==> src/rtl/tag_fault_ctrl.sv <==
module tag_fault_ctrl #(
  parameter int ADDR_W = 64,
  parameter int LEVELS = 4,
  localparam int LVL_W = $clog2(LEVELS)
) (
  input  logic              clk,
  input  logic              rst_n,
  input  logic              chk_fail,
  input  logic [ADDR_W-1:0] chk_addr,
  input  logic              chk_write,
  input  logic              chk_user,
  input  logic [LVL_W-1:0]  chk_lvl,
  input  logic              chk_two_rng,
  input  logic [3:0]        ctl_tcf,
  output logic              sflt_req,
  output logic [ADDR_W-1:0] sflt_addr,
  output logic [6:0]        sflt_syn,
  input  logic [LVL_W-1:0]  aflg_rd_lvl,
  output logic [1:0]        aflg_rd_data,
  input  logic              aflg_wr_en,
  input  logic [LVL_W-1:0]  aflg_wr_lvl,
  input  logic [1:0]        aflg_wr_data
);
  localparam int SEL_BIT = 55;
  localparam logic [5:0] FSC = 6'h11;

  logic [1:0] mode;
  logic [LVL_W-1:0] tgt;
  logic go_sync, go_async;
  logic [1:0] set_mask;
  logic [LEVELS-1:0][1:0] flg_q;

  assign mode     = chk_user ? ctl_tcf[1:0] : ctl_tcf[3:2];
  assign tgt      = chk_user ? '0 : chk_lvl;
  assign go_sync  = chk_fail && (mode == 2'd1 || (mode == 2'd3 && !chk_write));
  assign go_async = chk_fail && (mode == 2'd2 || (mode == 2'd3 && chk_write));
  assign set_mask = (chk_two_rng && chk_addr[SEL_BIT]) ? 2'b10 : 2'b01;

  always_ff @(posedge clk or negedge rst_n) begin
    if (!rst_n) begin
      sflt_req  <= 1'b0;
      sflt_addr <= '0;
      sflt_syn  <= '0;
    end else begin
      sflt_req <= go_sync;
      if (go_sync) begin
        sflt_addr <= chk_addr;
        sflt_syn  <= {chk_write, FSC};
      end
    end
  end

  always_ff @(posedge clk or negedge rst_n) begin
    if (!rst_n) begin
      flg_q <= '0;
    end else begin
      for (int l = 0; l < LEVELS; l++) begin
        flg_q[l] <= ((aflg_wr_en && aflg_wr_lvl == LVL_W'(l)) ? aflg_wr_data : flg_q[l])
                  | ((go_async && tgt == LVL_W'(l)) ? set_mask : 2'b00);
      end
    end
  end

  assign aflg_rd_data = flg_q[aflg_rd_lvl];
endmodule

==> config.mk <==
export PLATFORM = sky130hd
export DESIGN_NAME = tag_fault_ctrl
export DESIGN_NICKNAME = d
export VERILOG_FILES = /design/src/rtl/tag_fault_ctrl.sv
export SDC_FILE = /design/constraint.sdc
export NUM_CORES = 1
export LEC_CHECK = 0
export BUFFER_PORTS_ARGS = -buffer_cell sky130_fd_sc_hd__buf_2
export CAP_MARGIN = 20
export CORE_MARGIN = 1.5
export CORE_UTILIZATION = 35
export DETAILED_ROUTE_END_ITERATION = 6
export GPL_TIMING_DRIVEN = 0
export PLACE_DENSITY = 0.7
export SYNTH_ARGS = -nofsm -noshare
export SYNTH_HDL_FRONTEND = slang
export SYNTH_SLANG_ARGS = --single-unit
export TNS_END_PERCENT = 30
==> constraint.sdc <==
create_clock -name clk -period 1.3 [get_ports clk]
set_input_delay 0.26 -clock clk [delete_from_list [all_inputs] [get_ports clk]]
set_output_delay 0.26 -clock clk [all_outputs]
set_load 0.01 [all_outputs]
-- After elaboration in Yosys (flattened, before gate mapping)
Cells that the tools add are included.
- flip-flop bits (word level): 76
- latch bits: 0
- RAM bits: 0
- ROM bits: 0
- input bits: 83
- output and inout port bits: 74
- word-level logic and storage cells: 52
- memories: 0
- add/sub/neg operators: 0
- $mul: 0
- div/mod/pow operators: 0
- $lt $le $gt $ge: 1
- equal/unequal tests: 9
- shift operators: 0
- multiplexer cells: 13
- bitwise logic cells: 4
- reductions and logical operators: 18
- operators by type and width (operator ; number):
    2-to-1 mux 2 bit ; 12
    logical AND 1 bit ; 13
    equality test 2 bit, second input constant ; 6
    OR 2 bit ; 4
    equality test 2 x 1 -> 1 bit, second input constant ; 3
    binary-select mux 2 bit (select 2 bit) ; 1
    zero test 2 bit ; 2
    < comparator 2 x 3 -> 1 bit, second input constant ; 1
    logical OR 1 bit ; 2
    zero test 1 bit ; 1

-- Longest topological paths before layout
Gate-level depths: netlist (run 1).
- word-level depth: 8
- mapped depth: 5
- gate-level depth less buffers: 3

-- Worst setup path before layout (run 1)
No wires, ideal clock.
- kind: input port to flip-flop
- start point: input chk_user
- end point: register sflt_addr[0]
- setup time: 0.127 ns
- arrival: 1.497 ns
- data required time: 1.173 ns
- setup slack: -0.324 ns
- stages on the path: 5
- cells stage by stage: mux2_4 a211oi_2 buf_4 buf_6 mux2_1
- longest elaborated chain between the ends: 5
- RTL lines (what ; line ; RTL):
    start, declared ; 11 ; input logic chk_user,
    2-to-1 mux 2 bit * ; 33 ; assign mode = chk_user ? ctl_tcf[1:0] : ctl_tcf[3:2];
    equality test 2 bit ; 35 ; assign go_sync = chk_fail && (mode == 2'd1 || (mode == 2'd3 && !chk_write));
    logical AND 1 bit ; 35 ;
    logical OR 1 bit * ; 35 ;
    logical AND 1 bit * ; 35 ;
    end signal, assigned ; 47 ; sflt_addr <= chk_addr;
    end, declared ; 16 ; output logic [ADDR_W-1:0] sflt_addr,
Every way passes the cells marked *; elsewhere a longest branch is shown, timed or not.
A chain may end at the register's enable or synchronous reset.

-- Final worst setup path (run 1)
- start point: register flg_q[7] (netlist name)
- end point: output aflg_rd_data[1]
- longest elaborated chain between the ends: 2
- RTL lines (what ; line ; RTL):
    start, declared ; 31 ; logic [LEVELS-1:0][1:0] flg_q;
    start signal, assigned by index ; 58 ; flg_q[l] <= ((aflg_wr_en && aflg_wr_lvl == LVL_W'(l)) ? aflg_wr_data : flg_q[l])
    binary-select mux 2 bit (select 2 bit) ; 64 ; assign aflg_rd_data = flg_q[aflg_rd_lvl];
    2-to-1 mux 2 bit (implied by the code) ; 64 ;
    end, declared ; 19 ; output logic [1:0] aflg_rd_data,
No other way between the ends. The select of a mux whose other input is x is not followed.

==> out/qor.yml, run 1 <==
synth:
  syn_area_per_cell_um2: 15.8
  yosysWarnings: 0
  ys_seq_elements: 75
  yosysUniqueCellTypes: 24
  synth_area_mm2: 0.00300
  synth_top_area_share_pct: 62.5
  synth_edf_count: 0
  synth_top_area_cell: "dfrtp_1"
  synthCells: 190
  synth.area.top_cells: "dfrtp_1, mux2_2, mux2_1"
  ys_seq_area_share_pct: 62.5
  synth-main-ff-cell: "dfrtp_1"
  async_reset_ff_share_pct: 100
layout:
  fin_cells: 481
  stdcell_area_mm2: 0.00459
  diodes: 0
  nets: 455
  final_common_cell: "buf_2"
  final_cell_mix: "buf_2, dfrtp_1, mux2_4, buf_4, mux2_1"
  drive_gt1_share_pct: 67.6
  utilization_pct: 55.6
  area.growth.synth_to_final_pct: 53.0
setup_path:
  ff2ff_setup_slack_ns: 0.50
  crit_slowest_cell: "mux4_2"
  worstSetupEndpointType: "output port"
  r2r-end: "sflt_syn[4]"
  ff2ff_path_depth: 1
  worstSetupPathType: "reg -> out"
  cp.arrival_ns: 1.34
  reg2reg_from: "sflt_syn[4]"
  cp-start-kind: "flip-flop"
  crit_required_ns: 1.04
  path_cells: "mux4_2 > buf_6"
  critPathMaxStageDelay_ns: 0.48
  cp_max_fo: 2
run:
  maxCapViolations: 0
detailed_routing:
  via_count: 2218
  wl_per_cell_um: 15.3
  routed_wirelength_um: 7350
  via_per_inst: 4.61
  ant_nets: 0
  drcViolationCount: 0
  dr.pass1.iters: 4
  drtIter0Drc: 39
power_and_ir_drop:
  p_per_area_mw_per_mm2: 1490
  max-vdd-ir-drop_mv: 0.719
  p_leak_uw: 0.00232
placement:
  dp_hpwl_um: 4960
  gp_congestion: 0.725
  portBuffers: 152
  dp.cells: 451
  placed_area_mm2: 0.00393
floorplanning:
  ios: 157
  die_w_um: 95.6
  die_area_mm2: 0.00914
  design.core.area_mm2: 0.00826
  start_util_pct: 36.4
  std_cell_rows: 33
  die_h_um: 95.6
clock_tree:
  numCtsBuffers: 9
  clk_pin_slew_ns: 0.08
  htreeDepth: 3
  cts_tree: "yes"
  worstSkewPairLatency_ns: 0.33
  clock_sinks: 75
  clk_path_buf_depth: 2
  root_buffer: "clkbuf_8"
run_status:
  status: "finished, violations left"
  violations: "setup timing"
sta:
  layout_setup_ws_ns: -0.304
  period_share_pct: 123
  min_period_ns: 1.60
  slew_violations: 0
  clock.fmax_mhz: 623
  hold_violations: 0
  rsz0062_at_grt: "yes"
  setup_viol: 68
  finClkSkew_ns: 0
min_path:
  holdCritStartpoint: "chk_addr[60]"
  hold_end: "sflt_addr[60]"
  hp-class: "in -> reg"
  hold-path-cell-count: 2
global_route:
  grt_use_total_pct: 16.0
  grt_max_degree: 39
  overflow: 0
  grt_pass1_wl_um: 11000
  antenna_found_initial: 0
  grt_pass1_vias: 2245
where the power goes:
part / switching, uW / internal [uW] / total, uW
sequential: 242 / 2810 / 3050
combinational: 764 / 1070 / 1840
clock: 839 / 1120 / 1960
total: 1850 / 5000 / 6850
critical path: cells and delay by family (launching register included):
kind / cells / cell delay [ns]
mux: 1 / 0.48
buf+inv: 1 / 0.14
flops: 1 / 0.39
cell usage after synthesis (all sizes together), types with 2 or more instances:
library cell  number
mux4               2
mux2i              9
nand2              2
nor2               3
dfrtp             75
buf               12
mux2              65
o21ai              8
nand3b             3
flip-flops by register name, summed over array words and instances (netlist names):
name,cells
flg_q,8
sflt_syn,2
sflt_req,1
sflt_addr,64
layout make-up:
type	count	area, um^2
multi-input combinational	105	1210
fill	734	3660
inverter	1	3.75
tap	105	131
clock buffer	10	138
buffer	12	149
sequential	75	1880
clock inverter	5	77.6
timing repair buffer	168	1010
logic make-up (layout without fill, tap and decap cells):
logic type      count (synthesis)  in the layout  share of synthesized area [%]
compound gates                 12             12                           2.63
buf+inv                        13            196                           3.25
flops                          75             75                           62.5
mux                            76             76                           29.0
other cells                     1              4                          0.125
simple gates                   13             13                           2.50
worst max-delay path by stage:
| stage | end | slack [ns] | cells after the start | start |
|---|---|---|---|---|
| after CTS | aflg_rd_data[1] | -0.34 | 2 | flg_q[7] |
| after floorplan | sflt_addr[0] | -0.29 | 5 | chk_user |
| after detailed placement | sflt_addr[60] | -0.73 | 6 | chk_user |
| after global routing | aflg_rd_data[1] | -0.34 | 2 | flg_q[7] |
| final | aflg_rd_data[1] | -0.30 | 2 | flg_q[7] |
| after global placement | sflt_addr[7] | -0.71 | 6 | chk_user |
what timing repair did:
item | CTS | global route
resized for setup | 48 | 24
endpoints found under the setup margin | 68 | 69
cloned | 4 | 1
hold endpoints to repair | 37 | 0
setup buffers | 10 | 1
hold buffers | 1 | 0
pin swaps | 1 | 2
stage by stage:
step	power [uW]	setup slack (ns)	hold WS [ns]	setup TNS, ns
2_1_floorplan	3820	-0.289	-0.0356	-15.03
3_3_place_gp	4520	-0.712	0.464	-76.60
3_5_place_dp	4580	-0.731	0.258	-42.73
4_1_cts	6850	-0.337	0.119	-12.31
5_1_grt	7220	-0.343	0.121	-11.29
6_report	6850	-0.304	0.137	-9.01
per-layer routing:
layer	vias up	part of all wire [%]	global-route usage, %
met4	0	0.75	5.39
met1	1100	41	20.1
li1	1031	-	-
met3	6	6.9	5.50
met5	-	0	0
met2	81	52	25.6
Note: power is estimated with default switching activity, not from simulation.
==> run 2: changes to the inputs <==
--- a/config.mk
+++ b/config.mk
@@ -6,12 +6,12 @@
 export NUM_CORES = 1
 export LEC_CHECK = 0
 export BUFFER_PORTS_ARGS = -buffer_cell sky130_fd_sc_hd__buf_2
-export CAP_MARGIN = 20
 export CORE_MARGIN = 1.5
-export CORE_UTILIZATION = 35
+export CORE_UTILIZATION = 45
+export CTS_CLUSTER_DIAMETER = 200
 export DETAILED_ROUTE_END_ITERATION = 6
 export GPL_TIMING_DRIVEN = 0
-export PLACE_DENSITY = 0.7
+export PLACE_DENSITY = 0.85
 export SYNTH_ARGS = -nofsm -noshare
 export SYNTH_HDL_FRONTEND = slang
 export SYNTH_SLANG_ARGS = --single-unit
==> out/qor.yml, run 2 (synthesis gave the netlist of run 1 again) <==
run_status:
  status: "finished, violations left"
  violations: "setup timing"
global_route:
  grt_pass1_vias: 2379  # +6.0%
  grt_max_degree: 76  # +95%
  grt_use_total_pct: 20.4  # +4.4 points
  grt_pass1_wl_um: 11500  # +4.7%
  overflow: 0  # unchanged
  antenna_found_initial: 0  # unchanged
setup_path:
  crit_required_ns: 1.04  # about the same
  cp_max_fo: 2  # unchanged
  cp.arrival_ns: 1.32  # -0.02 ns
  worstSetupPathType: "reg -> out"
  cp-start-kind: "flip-flop"
  worstSetupEndpointType: "output port"
sta:
  fin_tns_setup_ns: -7.94  # +1.07 ns
  slew_violations: 0  # unchanged
  hold_violations: 0  # unchanged
  finClkSkew_ns: 0  # unchanged
  min_period_ns: 1.58  # -0.0210 ns
  layout_setup_ws_ns: -0.283  # +0.0210 ns
  clock.fmax_mhz: 632  # +1.3%
  timing.hold.ws_ns: 0.0444  # -0.0922 ns
  setup_viol: 68  # unchanged
  rsz0062_at_grt: "yes"
  period_share_pct: 122  # -1.6 points
  worst_pin_slew_ns: 0.931
  slew_headroom_pct: 37.9
layout:
  multi_input_area_mm2: 0.00117  # -3.4%
  regMostFlops: "sflt_addr"
  fin_cells: 455  # -5.4%
  n_fill_cell: 478  # -35%
  nets: 456  # +0.22%
  top_regs: "sflt_addr (64), flg_q (8), sflt_syn (2)"
  diodes: 0  # unchanged
  final_cell_mix: "buf_2, dfrtp_1, mux2_4, mux2_2, buf_4"
  largest_reg_flops: 64  # unchanged
  final_common_cell: "buf_2"
  area.growth.synth_to_final_pct: 48.3
  regArea_mm2: 0.00188  # unchanged
  drive_gt1_share_pct: 70.9  # +3.3 points
floorplanning:
  design.core.area_mm2: 0.00639  # -23%
  std_cell_rows: 29  # -12%
  start_util_pct: 47.0  # +11 points
  die_w_um: 84.7  # -11%
  die_h_um: 84.7  # -11%
  ios: 157  # unchanged
  die_area_mm2: 0.00717  # -22%
clock_tree:
  clk_pin_slew_ns: 0.08  # about the same
  htreeDepth: 3  # unchanged
  numCtsBuffers: 9  # unchanged
  cts_hold_buffers: 0  # -1
  cts_tree: "yes"
  worstSkewPairLatency_ns: 0.32  # about the same
  clock_sinks: 75  # unchanged
  clk_path_buf_depth: 2  # unchanged
  root_buffer: "clkbuf_8"
power_and_ir_drop:
  p_leak_uw: 0.00224  # -3.4%
  p_per_area_mw_per_mm2: 1460  # -1.7%
  finalPower_uw: 6520  # -4.7%
  max-vdd-ir-drop_mv: 1.05  # +46%
placement:
  dp.cells: 422  # -6.4%
  portBuffers: 152  # unchanged
  gp_congestion: 0.739  # +2.0%
  dp_hpwl_um: 4950  # -0.33%
  pre_cts_ws_ns: -0.706  # +0.0253 ns
detailed_routing:
  wl_per_cell_um: 15.5  # +1.5%
  drtIter0Drc: 48  # +23%
  routed_wirelength_um: 7060  # -4.0%
  ant_nets: 0  # unchanged
  drcViolationCount: 0  # unchanged
  via_per_inst: 4.84  # +5.0%
  via_count: 2203  # -0.68%
  dr.pass1.iters: 4  # unchanged
run:
  maxCapViolations: 0  # unchanged
min_path:
  hp-class: "in -> async"
run 2: final cells by class:
type,count,share of cell area (%)
clock inverter,5,0.843
timing repair buffer,170,22.5
inverter,1,0.0843
buffer,11,2.53
tap,77,2.16
multi-input combinational,105,26.3
clock buffer,11,3.40
sequential,75,42.1
run 2: timing repair:
item                                    CTS  global route
pin swaps                                 1             2
resized for setup                        43            11
setup buffers                            11             5
endpoints found under the setup margin   68            70
endpoints found under the hold margin     0             0
gates cloned                              3             0
run 2: stage by stage:
| step | cell area, um^2 | utilization, % |
|---|---|---|
| 6_report | 4450 | 69.7 |
| 5_1_grt | 4450 | 69.7 |
| 4_1_cts | 4410 | 69.1 |
| 3_5_place_dp | 3870 | 60.7 |
| 3_3_place_gp | 3870 | 60.6 |
| 2_1_floorplan | 3010 | - |
run 2: path summary, 6_finish.rpt:
check                             endpoint  cells after the start          start  slack (ns)
min                          sflt_addr[33]                      1          rst_n        0.04
min in group clk              sflt_addr[2]                      2    chk_addr[2]        0.16
max in group asynchronous    sflt_addr[56]                      1          rst_n        0.62
max                        aflg_rd_data[1]                      2       flg_q[5]       -0.28
max reg2reg                       flg_q[7]                      3       flg_q[7]        0.41
min reg2reg                  sflt_addr[54]                      1  sflt_addr[54]        0.50
run 2: critical path: stages (launching register included):
cell     delay, ns
dfrtp_1       0.39
mux4_2        0.46
buf_2         0.15
run 2: layer usage:
metal	GRT usage [%]	routed length, um
met5	0	0
met4	7.92	94
met3	4.82	386
met2	35.3	3720
met1	24.7	2850
run 2: where the power goes:
group | internal, uW | switching [uW]
Combinational | 1060 | 765
Clock | 797 | 850
Sequential | 2810 | 243
Total | 4660 | 1860
